===== src/rtl/pptx_pkg.sv =====
package pptx_pkg;

    localparam int BYTE_W = 8;

    typedef enum logic [1:0] {
        ST_IDLE   = 2'd0,
        ST_SETUP  = 2'd1,
        ST_STROBE = 2'd2,
        ST_HOLD   = 2'd3
    } pptx_state_e;

endpackage


===== src/rtl/pptx_fifo.sv =====
module pptx_fifo #(
    parameter int DEPTH  = 16,
    parameter int DATA_W = 8,
    parameter int CNT_W  = $clog2(DEPTH) + 1
) (
    input  logic              clk,
    input  logic              rst_n,
    input  logic              push,
    input  logic [DATA_W-1:0] push_data,
    input  logic              pop,
    output logic [DATA_W-1:0] head_data,
    output logic              full,
    output logic              empty,
    output logic [CNT_W-1:0]  count
);

    localparam int ADDR_W = $clog2(DEPTH);

    logic [DATA_W-1:0] mem_q [DEPTH];
    logic [ADDR_W-1:0] wr_ptr_q;
    logic [ADDR_W-1:0] rd_ptr_q;
    logic [CNT_W-1:0]  count_q;
    logic              push_ok;
    logic              pop_ok;

    assign push_ok = push && (count_q != CNT_W'(DEPTH));
    assign pop_ok  = pop && (count_q != '0);

    always_ff @(posedge clk) begin
        if (push_ok) begin
            mem_q[wr_ptr_q] <= push_data;
        end
    end

    always_ff @(posedge clk or negedge rst_n) begin
        if (!rst_n) begin
            wr_ptr_q <= '0;
            rd_ptr_q <= '0;
            count_q  <= '0;
        end else begin
            if (push_ok) begin
                wr_ptr_q <= wr_ptr_q + ADDR_W'(1);
            end
            if (pop_ok) begin
                rd_ptr_q <= rd_ptr_q + ADDR_W'(1);
            end
            unique case ({push_ok, pop_ok})
                2'b10:   count_q <= count_q + CNT_W'(1);
                2'b01:   count_q <= count_q - CNT_W'(1);
                default: count_q <= count_q;
            endcase
        end
    end

    assign head_data = mem_q[rd_ptr_q];
    assign full      = (count_q == CNT_W'(DEPTH));
    assign empty     = (count_q == '0);
    assign count     = count_q;

endmodule


===== src/rtl/pptx_sync.sv =====
module pptx_sync #(
    parameter int   STAGES    = 2,
    parameter logic RESET_VAL = 1'b1
) (
    input  logic clk,
    input  logic rst_n,
    input  logic async_i,
    output logic sync_o
);

    generate
        if (STAGES <= 1) begin : g_single
            logic flop_q;
            always_ff @(posedge clk or negedge rst_n) begin
                if (!rst_n) begin
                    flop_q <= RESET_VAL;
                end else begin
                    flop_q <= async_i;
                end
            end
            assign sync_o = flop_q;
        end else begin : g_chain
            logic [STAGES-1:0] chain_q;
            always_ff @(posedge clk or negedge rst_n) begin
                if (!rst_n) begin
                    chain_q <= {STAGES{RESET_VAL}};
                end else begin
                    chain_q <= {chain_q[STAGES-2:0], async_i};
                end
            end
            assign sync_o = chain_q[STAGES-1];
        end
    endgenerate

endmodule


===== src/rtl/pptx_engine.sv =====
module pptx_engine
    import pptx_pkg::*;
#(
    parameter int CFG_W  = 8,
    parameter int DATA_W = BYTE_W
) (
    input  logic              clk,
    input  logic              rst_n,
    input  logic              fifo_empty,
    input  logic [DATA_W-1:0] fifo_head,
    input  logic              busy_s,
    input  logic [CFG_W-1:0]  setup_len,
    input  logic [CFG_W-1:0]  strobe_len,
    input  logic [CFG_W-1:0]  hold_len,
    output logic              pop_o,
    output logic [DATA_W-1:0] pd_o,
    output logic              nstrobe_o
);

    pptx_state_e       state_q;
    pptx_state_e       state_d;
    logic [CFG_W-1:0]  cnt_q;
    logic [CFG_W-1:0]  cnt_d;
    logic [DATA_W-1:0] data_q;
    logic              launch;
    logic              cnt_done;

    assign cnt_done = (cnt_q == '0);

    // next-state and interval counter
    always_comb begin
        state_d = state_q;
        cnt_d   = cnt_q;
        launch  = 1'b0;
        unique case (state_q)
            ST_IDLE: begin
                if (!fifo_empty && !busy_s) begin
                    launch  = 1'b1;
                    state_d = ST_SETUP;
                    cnt_d   = setup_len;
                end
            end
            ST_SETUP: begin
                if (cnt_done) begin
                    state_d = ST_STROBE;
                    cnt_d   = strobe_len;
                end else begin
                    cnt_d = cnt_q - CFG_W'(1);
                end
            end
            ST_STROBE: begin
                if (cnt_done) begin
                    state_d = ST_HOLD;
                    cnt_d   = hold_len;
                end else begin
                    cnt_d = cnt_q - CFG_W'(1);
                end
            end
            ST_HOLD: begin
                if (cnt_done) begin
                    state_d = ST_IDLE;
                end else begin
                    cnt_d = cnt_q - CFG_W'(1);
                end
            end
            default: begin
                state_d = ST_IDLE;
            end
        endcase
    end

    // state register
    always_ff @(posedge clk or negedge rst_n) begin
        if (!rst_n) begin
            state_q <= ST_IDLE;
            cnt_q   <= '0;
            data_q  <= '0;
        end else begin
            state_q <= state_d;
            cnt_q   <= cnt_d;
            if (launch) begin
                data_q <= fifo_head;
            end
        end
    end

    // outputs
    always_comb begin
        pop_o     = launch;
        pd_o      = data_q;
        nstrobe_o = (state_q != ST_STROBE);
    end

endmodule


===== src/rtl/pport_fifo_tx.sv =====
module pport_fifo_tx #(
    parameter int DEPTH       = 16,
    parameter int CFG_W       = 8,
    parameter int SYNC_STAGES = 2,
    localparam int CNT_W      = $clog2(DEPTH) + 1
) (
    input  logic             clk,
    input  logic             rst_n,
    input  logic             wr_en,
    input  logic [7:0]       wr_data,
    output logic             fifo_full,
    output logic             fifo_empty,
    output logic [CNT_W-1:0] fifo_count,
    input  logic [CFG_W-1:0] setup_len,
    input  logic [CFG_W-1:0] strobe_len,
    input  logic [CFG_W-1:0] hold_len,
    input  logic             busy_in,
    input  logic             nack_in,
    output logic [7:0]       pd_out,
    output logic             nstrobe_out
);

    logic       pop_w;
    logic [7:0] head_w;
    logic       busy_sync_w;
    logic       empty_w;
    logic       unused_nack;

    // the acknowledge line takes no part in pacing
    assign unused_nack = nack_in;

    pptx_fifo #(
        .DEPTH  (DEPTH),
        .DATA_W (8),
        .CNT_W  (CNT_W)
    ) u_fifo (
        .clk       (clk),
        .rst_n     (rst_n),
        .push      (wr_en),
        .push_data (wr_data),
        .pop       (pop_w),
        .head_data (head_w),
        .full      (fifo_full),
        .empty     (empty_w),
        .count     (fifo_count)
    );

    pptx_sync #(
        .STAGES    (SYNC_STAGES),
        .RESET_VAL (1'b1)
    ) u_busy_sync (
        .clk     (clk),
        .rst_n   (rst_n),
        .async_i (busy_in),
        .sync_o  (busy_sync_w)
    );

    pptx_engine #(
        .CFG_W  (CFG_W),
        .DATA_W (8)
    ) u_engine (
        .clk        (clk),
        .rst_n      (rst_n),
        .fifo_empty (empty_w),
        .fifo_head  (head_w),
        .busy_s     (busy_sync_w),
        .setup_len  (setup_len),
        .strobe_len (strobe_len),
        .hold_len   (hold_len),
        .pop_o      (pop_w),
        .pd_o       (pd_out),
        .nstrobe_o  (nstrobe_out)
    );

    assign fifo_empty = empty_w;

endmodule


===== config.mk =====
export PLATFORM = sky130hd
export DESIGN_NAME = pport_fifo_tx
export DESIGN_NICKNAME = d
export VERILOG_FILES = /design/src/rtl/pptx_pkg.sv /design/src/rtl/pptx_fifo.sv /design/src/rtl/pptx_sync.sv /design/src/rtl/pptx_engine.sv /design/src/rtl/pport_fifo_tx.sv
export SDC_FILE = /design/constraint.sdc
export NUM_CORES = 1
export LEC_CHECK = 0
export ABC_AREA = 1
export BUFFER_PORTS_ARGS = -buffer_cell sky130_fd_sc_hd__clkbuf_2
export CORE_MARGIN = 4
export CORE_UTILIZATION = 45
export CTS_CLUSTER_SIZE = 20
export DETAILED_ROUTE_END_ITERATION = 6
export PLACE_DENSITY = 0.7
export SLEW_MARGIN = 20
export SYNTH_ARGS = -nofsm -noshare
export SYNTH_HDL_FRONTEND = slang
export SYNTH_HIERARCHICAL = 1
export SYNTH_SLANG_ARGS = --single-unit

===== constraint.sdc =====
create_clock -name clk -period 4.9 [get_ports clk]
set_input_delay 0.98 -clock clk [delete_from_list [all_inputs] [get_ports clk]]
set_output_delay 0.98 -clock clk [all_outputs]
set_load 0.05 [all_outputs]

==> impl_summary.txt, run 1 <==
----------------------------------------------------
[Run status]
  Status ... finished clean

[Worst setup path]
  Worst setup path category ... register to register
  Start of the worst register-to-register path ... u_fifo/count[1]$_DFFE_PN0P_
  Critical-path maximum fanout ... 9
  Critical Path Slowest Stage Cell ... dfrtp_1
  Most frequent CP cell ... nand2_1
  Crit path capture type ... register
  Arrival time worst endpoint ... between 3 and 4 ns
  Reg-to-reg slack, setup ... 1.85 ns
  Longest individual stage delay on the worst path ... about 0.44 ns
  Worst Reg-to-Reg Cells ... 16
  Data required time of the critical path ... 5.21 ns
  Launching element type of the critical path ... register
  Worst reg2reg path endpoint ... u_fifo/count[4]$_DFFE_PN0P_
  Cell-by-cell trace of the critical path ... nor2_1 > nand4_1 > inv_1 > nor2_1 > nand2_1 > clkinv_1 > nand2_1 > inv_1 > ha_1 > fa_1 > nand2_1 > nand3_1 > nand3_1 > nand2_1 > nand2_1 > nand2_1

[Final layout]
  Number of inserted diodes ... 0
  Proportion of layout cells with a drive suffix above 1 ... 11.7%
  Layout Area Growth over Synthesis ... 13.4%
  Fillcell total ... around 1400
  Final #Nets ... 925
  Post-route standard cell area excluding fillers ... 8560 um^2

[Floorplanning]
  Initial Util ... 45.7%
  Width of the die ... 138 um
  Floorplan die area ... 18900 um^2
  Number of top-level pins ... 53
  Core ar. ... 16500 um^2
  Cell row count ... 47
  Die extent in y ... 138 um

[Placement]
  Detailed placement HPWL ... 10400 um
  Area after DPL ... about 8000 um^2
  Number of input and output port buffers inserted ... 51
  Routability-driven placement congestion ratio ... just under 0.9

[Timing]
  Transition at the pin with the smallest max-transition slack ... 0.870 ns
  Final setup vio count ... 0
  Final hold violation count ... 0
  Number of max-slew violations in the final report ... 0
  Headroom to the max-slew limit ... a little over two fifths
  Final critical-path share of the clock period ... 62.2%
  Clock period minus worst slack ... about 3 ns
  RSZ-0062 raised after global routing ... no
  Aggregate negative setup slack ... 0 ns
  Fmax ... 328 MHz
  Post-Route Skew ... 0.00803 ns

[Clock network]
  Insertion delay to the later sink of the worst-skew pair ... 0.42 ns
  Clock sink count ... 161
  Maximum buffer depth of the clock tree ... 2
  Root Buffer Master ... clkbuf_16
  Cts bufs inserted ... 17
  TritonCTS clock tree ... yes
  Gates resized, CTS repair ... 0
  H-Tree Level Count ... 4
  Post-CTS Repair Setup Buffers ... 0
  Number of buffers inserted by hold repair at cts ... 0
  Clock Pin Slew Worst Setup and Hold Paths ... 0.06 ns

[Drt]
  Router iterations before antenna repair ... 5
  Vias after detailed routing ... 5335
  Vias per Instance ... around 4.8
  Routed wire length per instance ... roughly 14 um
  Number of remaining DRC errors ... 0
  Antenna-violating nets left ... 0
  Number of DRC markers after the initial detailed-route iteration ... 464
  Detailed Route WL ... 15900 um

[Logic synthesis]
  Post-synthesis sequential area ratio ... 61.9%
  Instance count of the mapped netlist ... 824
  Synthesized net count ... 878
  Post-Syn Area per Cell ... 9.17 um^2
  Cells taking the most area after synthesis ... edfxtp_1 (51%), nand2_1 (17%), dfrtp_1 (10%)
  Synth warnings ... 6
  Post-synth top area cell ... edfxtp_1
  Seq cells post-synth ... roughly 160
  Post-synthesis cell type count ... 25
  Synth Cell Area ... 7550 um^2
  Area fraction of the dominant cell type after synthesis ... 50.9%

[Global route]
  Pin count of the biggest net entering global routing ... 51
  Number of antenna violations at the first check in global routing ... 0
  Number of global-route vias before repair ... 4920
  Overall track demand over capacity in global routing ... 17.6%
  First-pass GRT wire length ... about 25000 um
  Sum of overflow across all layers after global routing ... 0

[Power]
  Switching fraction of total power ... between 40% and 50%
  Power density over the cells ... 607 nW/um^2
  Net load switching power ... 2.12 mW
  LEAKAGE ... between 3 and 4 nW
  Clock share of power ... 25.3%
  Cell-internal power ... 3.07 mW
  Combinational share of power ... 37.8%
  Max rail drop VDD ... 0.000313 V
  Seq pwr share ... 36.9%

[Worst hold path]
  Sink of the worst hold path ... u_busy_sync/g_chain.chain_q[1]$_DFF_PN1_
  Min-Delay Path Class ... register to register
  Start point of the worst min-delay path ... u_busy_sync/g_chain.chain_q[0]$_DFF_PN1_
  Worst Hold Path Cells ... 0

[Run]
  Max-cap violation count ... 0

----------------------------------------------------
## critical path: cells and delay by family, from the launching register on
kind / cells / cell delay (ns)
and+or+nand+nor: 11 / 1.26
adders and majority gates: 2 / 0.69
buffers and inverters: 3 / 0.55
DFF: 1 / 0.44
## per-layer routing
layer	vias to the layer above	track usage [%]	share of wire [%]
met3	20	3.21	5.5
met2	144	28.0	48
li1	2697	-	-
met1	2474	24.4	44
met5	-	0	0
met4	0	6.21	1.9
## flip-flops by register name, indices dropped and copies added, names as in the netlist
signal / flops
u_fifo/rd_ptr_q: 4
u_engine/pd_o: 8
u_fifo/count: 5
u_engine/state_q: 2
u_fifo/mem_q: 128
u_busy_sync/g_chain.chain_q: 2
u_fifo/wr_ptr_q: 4
u_engine/cnt_q: 8
## power groups by stage
stage                     clock, mW  combinational (mW)  sequential [mW]
after floorplan                   0                1.36             2.03
after global placement            0                1.91             1.93
after detailed placement          0                1.95             1.94
after CTS                      1.33                1.97             1.92
after global routing           1.40                2.22             1.95
final                          1.32                1.96             1.91
## worst max-delay path by stage
stage          cells past startpoint                        start                          end  slack (ns)
6_report                          16  u_fifo/count[1]$_DFFE_PN0P_  u_fifo/count[4]$_DFFE_PN0P_        1.85
5_1_grt                           16  u_fifo/count[1]$_DFFE_PN0P_  u_fifo/count[4]$_DFFE_PN0P_        1.47
4_1_cts                           16  u_fifo/count[1]$_DFFE_PN0P_  u_fifo/count[4]$_DFFE_PN0P_        1.83
3_5_place_dp                      16  u_fifo/count[1]$_DFFE_PN0P_  u_fifo/count[4]$_DFFE_PN0P_        1.85
3_3_place_gp                      16  u_fifo/count[1]$_DFFE_PN0P_  u_fifo/count[4]$_DFFE_PN0P_        1.87
2_1_floorplan                     16  u_fifo/count[1]$_DFFE_PN0P_  u_fifo/count[4]$_DFFE_PN0P_        1.77
## cells in the final DEF (no fill, tap or decap), drive strengths merged
cell type,instances
nor2,97
dfstp,2
o21ai,9
clkbuf,76
nand2,351
xor2,7
buf,2
nand4,3
fa,1
ha,16
edfxtp,128
clkinvlp,1
nand3,57
dfrtp,31
inv,85
bufinv,1
xnor2,3
a21oi,9
clkinv,5
## area by class of cell
| type | count | area [um^2] | share of cell area, % |
|---|---|---|---|
| Clock buffer | 25 | 528 | 6.17 |
| Multi-Input combinational cell | 553 | 2420 | 28.3 |
| Sequential cell | 161 | 4670 | 54.6 |
| Timing Repair Buffer | 53 | 270 | 3.16 |
| Clock inverter | 7 | 71.3 | 0.833 |
| Inverter | 85 | 319 | 3.73 |
| Tap cell | 220 | 275 | 3.21 |
## stage by stage
step	power, mW	setup WS [ns]	cells	hold slack [ns]	utilization (%)
3_5_place_dp	3.89	1.85	1072	0.351	48.2
5_1_grt	5.56	1.47	1104	0.367	51.8
2_1_floorplan	3.39	1.77	824	0.345	-
4_1_cts	5.21	1.83	1104	0.361	51.8
3_3_place_gp	3.85	1.87	1072	0.347	48.2
6_report	5.19	1.85	1104	0.355	51.8
## synthesized netlist by cell type (all sizes together)
master and n:
edfxtp 128, clkbuf 4, xor2 7, clkinv 1, a21oi 9, fa 1, nand2 351, o21ai 9
buf 21, nor2 97, dfstp 2, nand3 57, ha 16, xnor2 3, inv 84, dfrtp 31
nand4 3
## logic make-up after synthesis
group	synth area share (%)
AO/OA/AOI/OAI	1.34
flip-flops	61.9
adder cells (fa/ha/maj)	2.92
AND/OR/NAND/NOR	26.7
XOR/XNOR	1.16
buffers and inverters	6.05
Note: power is estimated with default switching activity, not from simulation.
==> run 2: changes to the inputs <==
clock period = 3.11 ns   (was 4.9 ns; I/O delays follow)
==> impl_summary.txt, run 2 (synthesis gave the netlist of run 1 again) <==
----------------------------------------------------
[Run status]
  Status ... finished clean

[Final layout]
  Top library cells by usage in the layout, fill and taps aside ... nand2_1 (346), edfxtp_1 (128), nor2_1 (91)
  Most common cell after layout, fill and taps aside ... nand2_1
  Max FFs per register ... 128 (unchanged)
  Number of inserted diodes ... 0 (unchanged)
  Layout Area Growth over Synthesis ... 14.1%
  Final #Nets ... 931 (+0.65%)
  Final Util ... 52.2% (+0.35 points)
  Proportion of layout cells with a drive suffix above 1 ... 12.7% (+1.0 points)
  Largest register by flop count ... u_fifo/mem_q

[Worst setup path]
  Worst Reg-to-Reg Cells ... 16 (unchanged)
  Cell-by-cell trace of the critical path ... nor2_1 > nand4_1 > clkinvlp_4 > nor2_1 > nand2_1 > clkinv_1 > nand2_2 > inv_1 > ha_1 > fa_1 > nand2_1 > nand3_1 > nand3_1 > nand2_1 > nand2_1 > nand2_1
  CP bufs+invs ... 3 (unchanged)
  Data required time of the critical path ... 3.41 ns (-1.80 ns)
  Worst reg2reg path endpoint ... u_fifo/count[4]$_DFFE_PN0P_
  Arrival time worst endpoint ... 3.15 ns (-0.21 ns)
  Critical Path Slowest Stage Cell ... dfrtp_1
  Launching element type of the critical path ... register
  Crit path capture type ... register
  Worst setup path category ... register to register
  Crit path launch ... u_fifo/count[1]$_DFFE_PN0P_
  Start of the worst register-to-register path ... u_fifo/count[1]$_DFFE_PN0P_
  Longest individual stage delay on the worst path ... 0.43 ns (about the same)
  Most frequent CP cell ... nand2_1
  Family with the most delay on the worst path ... simple AND/OR/NAND/NOR gates
  Critical-path maximum fanout ... 9 (unchanged)
  Reg-to-reg slack, setup ... 0.26 ns (-1.59 ns)

[Global route]
  Pin count of the biggest net entering global routing ... 55 (+7.8%)
  Global-route met1 utilization ... 24.4% (about the same)
  Number of global-route vias before repair ... 4810 (-2.2%)
  Overall track demand over capacity in global routing ... 17.8% (+0.16 points)
  Met2 usage in global routing ... 28.2% (+0.22 points)
  Busiest layer in global routing ... met2
  Sum of overflow across all layers after global routing ... 0 (unchanged)
  Met3 Use GR ... 3.94% (+0.73 points)
  First-pass GRT wire length ... 25100 um (-0.82%)
  Number of antenna violations at the first check in global routing ... 0 (unchanged)

[Drt]
  Vias after detailed routing ... 5467 (+2.5%)
  Vias per Instance ... 4.93 (+1.9%)
  Number of remaining DRC errors ... 0 (unchanged)
  Detailed Route WL ... 16100 um (+1.3%)
  Number of DRC markers after the initial detailed-route iteration ... 518 (+12%)
  Routed wire length per instance ... 14.5 um (+0.76%)
  Router iterations before antenna repair ... 5 (unchanged)
  Antenna-violating nets left ... 0 (unchanged)

[Timing]
  Number of max-slew violations in the final report ... 0 (unchanged)
  Worst hold slack ... 0.283 ns (-0.0721 ns)
  Transition at the pin with the smallest max-transition slack ... 0.916 ns (+0.0454 ns)
  Final hold violation count ... 0 (unchanged)
  Clock period minus worst slack ... 2.85 ns (-0.199 ns)
  Final critical-path share of the clock period ... 91.6% (+29 points)
  Worst setup margin ... 0.263 ns (-1.59 ns)
  Fmax ... 351 MHz (+7.0%)
  Post-Route Skew ... 0.0100 ns (+0.00201 ns)
  Headroom to the max-slew limit ... 38.9% (-3.0 points)
  Aggregate negative setup slack ... 0 ns (unchanged)
  RSZ-0062 raised after global routing ... no
  Final setup vio count ... 0 (unchanged)

[Worst hold path]
  Min-Delay Path Class ... input port to register
  Sink of the worst hold path ... u_busy_sync/g_chain.chain_q[0]$_DFF_PN1_
  Start point of the worst min-delay path ... busy_in
  Worst Hold Path Cells ... 1 (+1)

[Clock network]
  H-Tree Level Count ... 4 (unchanged)
  Root Buffer Master ... clkbuf_16
  Clock Pin Slew Worst Setup and Hold Paths ... 0.06 ns (about the same)
  Number of buffers inserted by hold repair at cts ... 0 (unchanged)
  Cts bufs inserted ... 17 (unchanged)
  Maximum buffer depth of the clock tree ... 2 (unchanged)
  TritonCTS clock tree ... yes
  Clock sink count ... 161 (unchanged)
  Insertion delay to the later sink of the worst-skew pair ... 0.42 ns (about the same)

[Placement]
  Placement Setup Slack ... 0.292 ns (-1.56 ns)
  Number of input and output port buffers inserted ... 51 (unchanged)
  Routability-driven placement congestion ratio ... 0.861 (-0.99%)
  Detailed placement HPWL ... 10300 um (-0.33%)

[Floorplanning]
  Core ar. ... 16500 um^2 (unchanged)
  Number of top-level pins ... 53 (unchanged)
  Die extent in y ... 138 um (unchanged)
  Cell row count ... 47 (unchanged)
  Initial Util ... 45.7% (unchanged)
  Floorplan die area ... 18900 um^2 (unchanged)
  Width of the die ... 138 um (unchanged)

[Power]
  Max rail drop VDD ... 0.000494 V (+58%)
  Power density over the cells ... 959 nW/um^2 (+58%)
  LEAKAGE ... 3.93 nW (+0.77%)

[Run]
  Max-cap violation count ... 0 (unchanged)

----------------------------------------------------
==> run 2: worst max-delay path by stage <==
stage | endpoint | cells after the start
finish | u_fifo/count[4]$_DFFE_PN0P_ | 16
global route | u_fifo/count[4]$_DFFE_PN0P_ | 17
CTS | u_fifo/count[4]$_DFFE_PN0P_ | 16
detailed placement | u_fifo/count[4]$_DFFE_PN0P_ | 16
global placement | u_fifo/count[4]$_DFFE_PN0P_ | 16
floorplan | u_fifo/count[4]$_DFFE_PN0P_ | 16
==> run 2: per-layer routing <==
layer	part of all wire, %	wire length [um]
met1	45	7190
met2	49	7830
met3	5.2	838
met4	1.3	212
met5	0	0
==> run 2: power breakdown <==
part | internal (mW) | leakage [nW] | switching (mW)
clock | 1.24 | 0.301 | 0.879
sequential | 2.70 | 1.56 | 0.307
combinational | 0.897 | 2.08 | 2.25
total | 4.83 | 3.93 | 3.43
==> run 2: repair_timing <==
action | 4_1_cts | 5_1_grt
setup buffers | 0 | 0
setup endpoints to repair | 0 | 1
resized for setup | 0 | 1
hold endpoints to repair | 0 | 0
==> run 2: area by class of cell <==
cell class,instances,area [um^2]
Sequential cell,161,4670
Fill cell,1443,7910
Tap cell,220,275
Clock buffer,19,443
Inverter,85,323
Multi-Input combinational cell,553,2430
Clock inverter,13,163
Timing Repair Buffer,59,315
==> run 2: stage by stage <==
step           std cells  total power [mW]  cell area, um^2
2_1_floorplan        824              5.35             7560
3_3_place_gp        1078              6.10             8010
3_5_place_dp        1078              6.17             8010
4_1_cts             1110              8.30             8620
5_1_grt             1110              8.84             8620
6_report            1110              8.27             8620
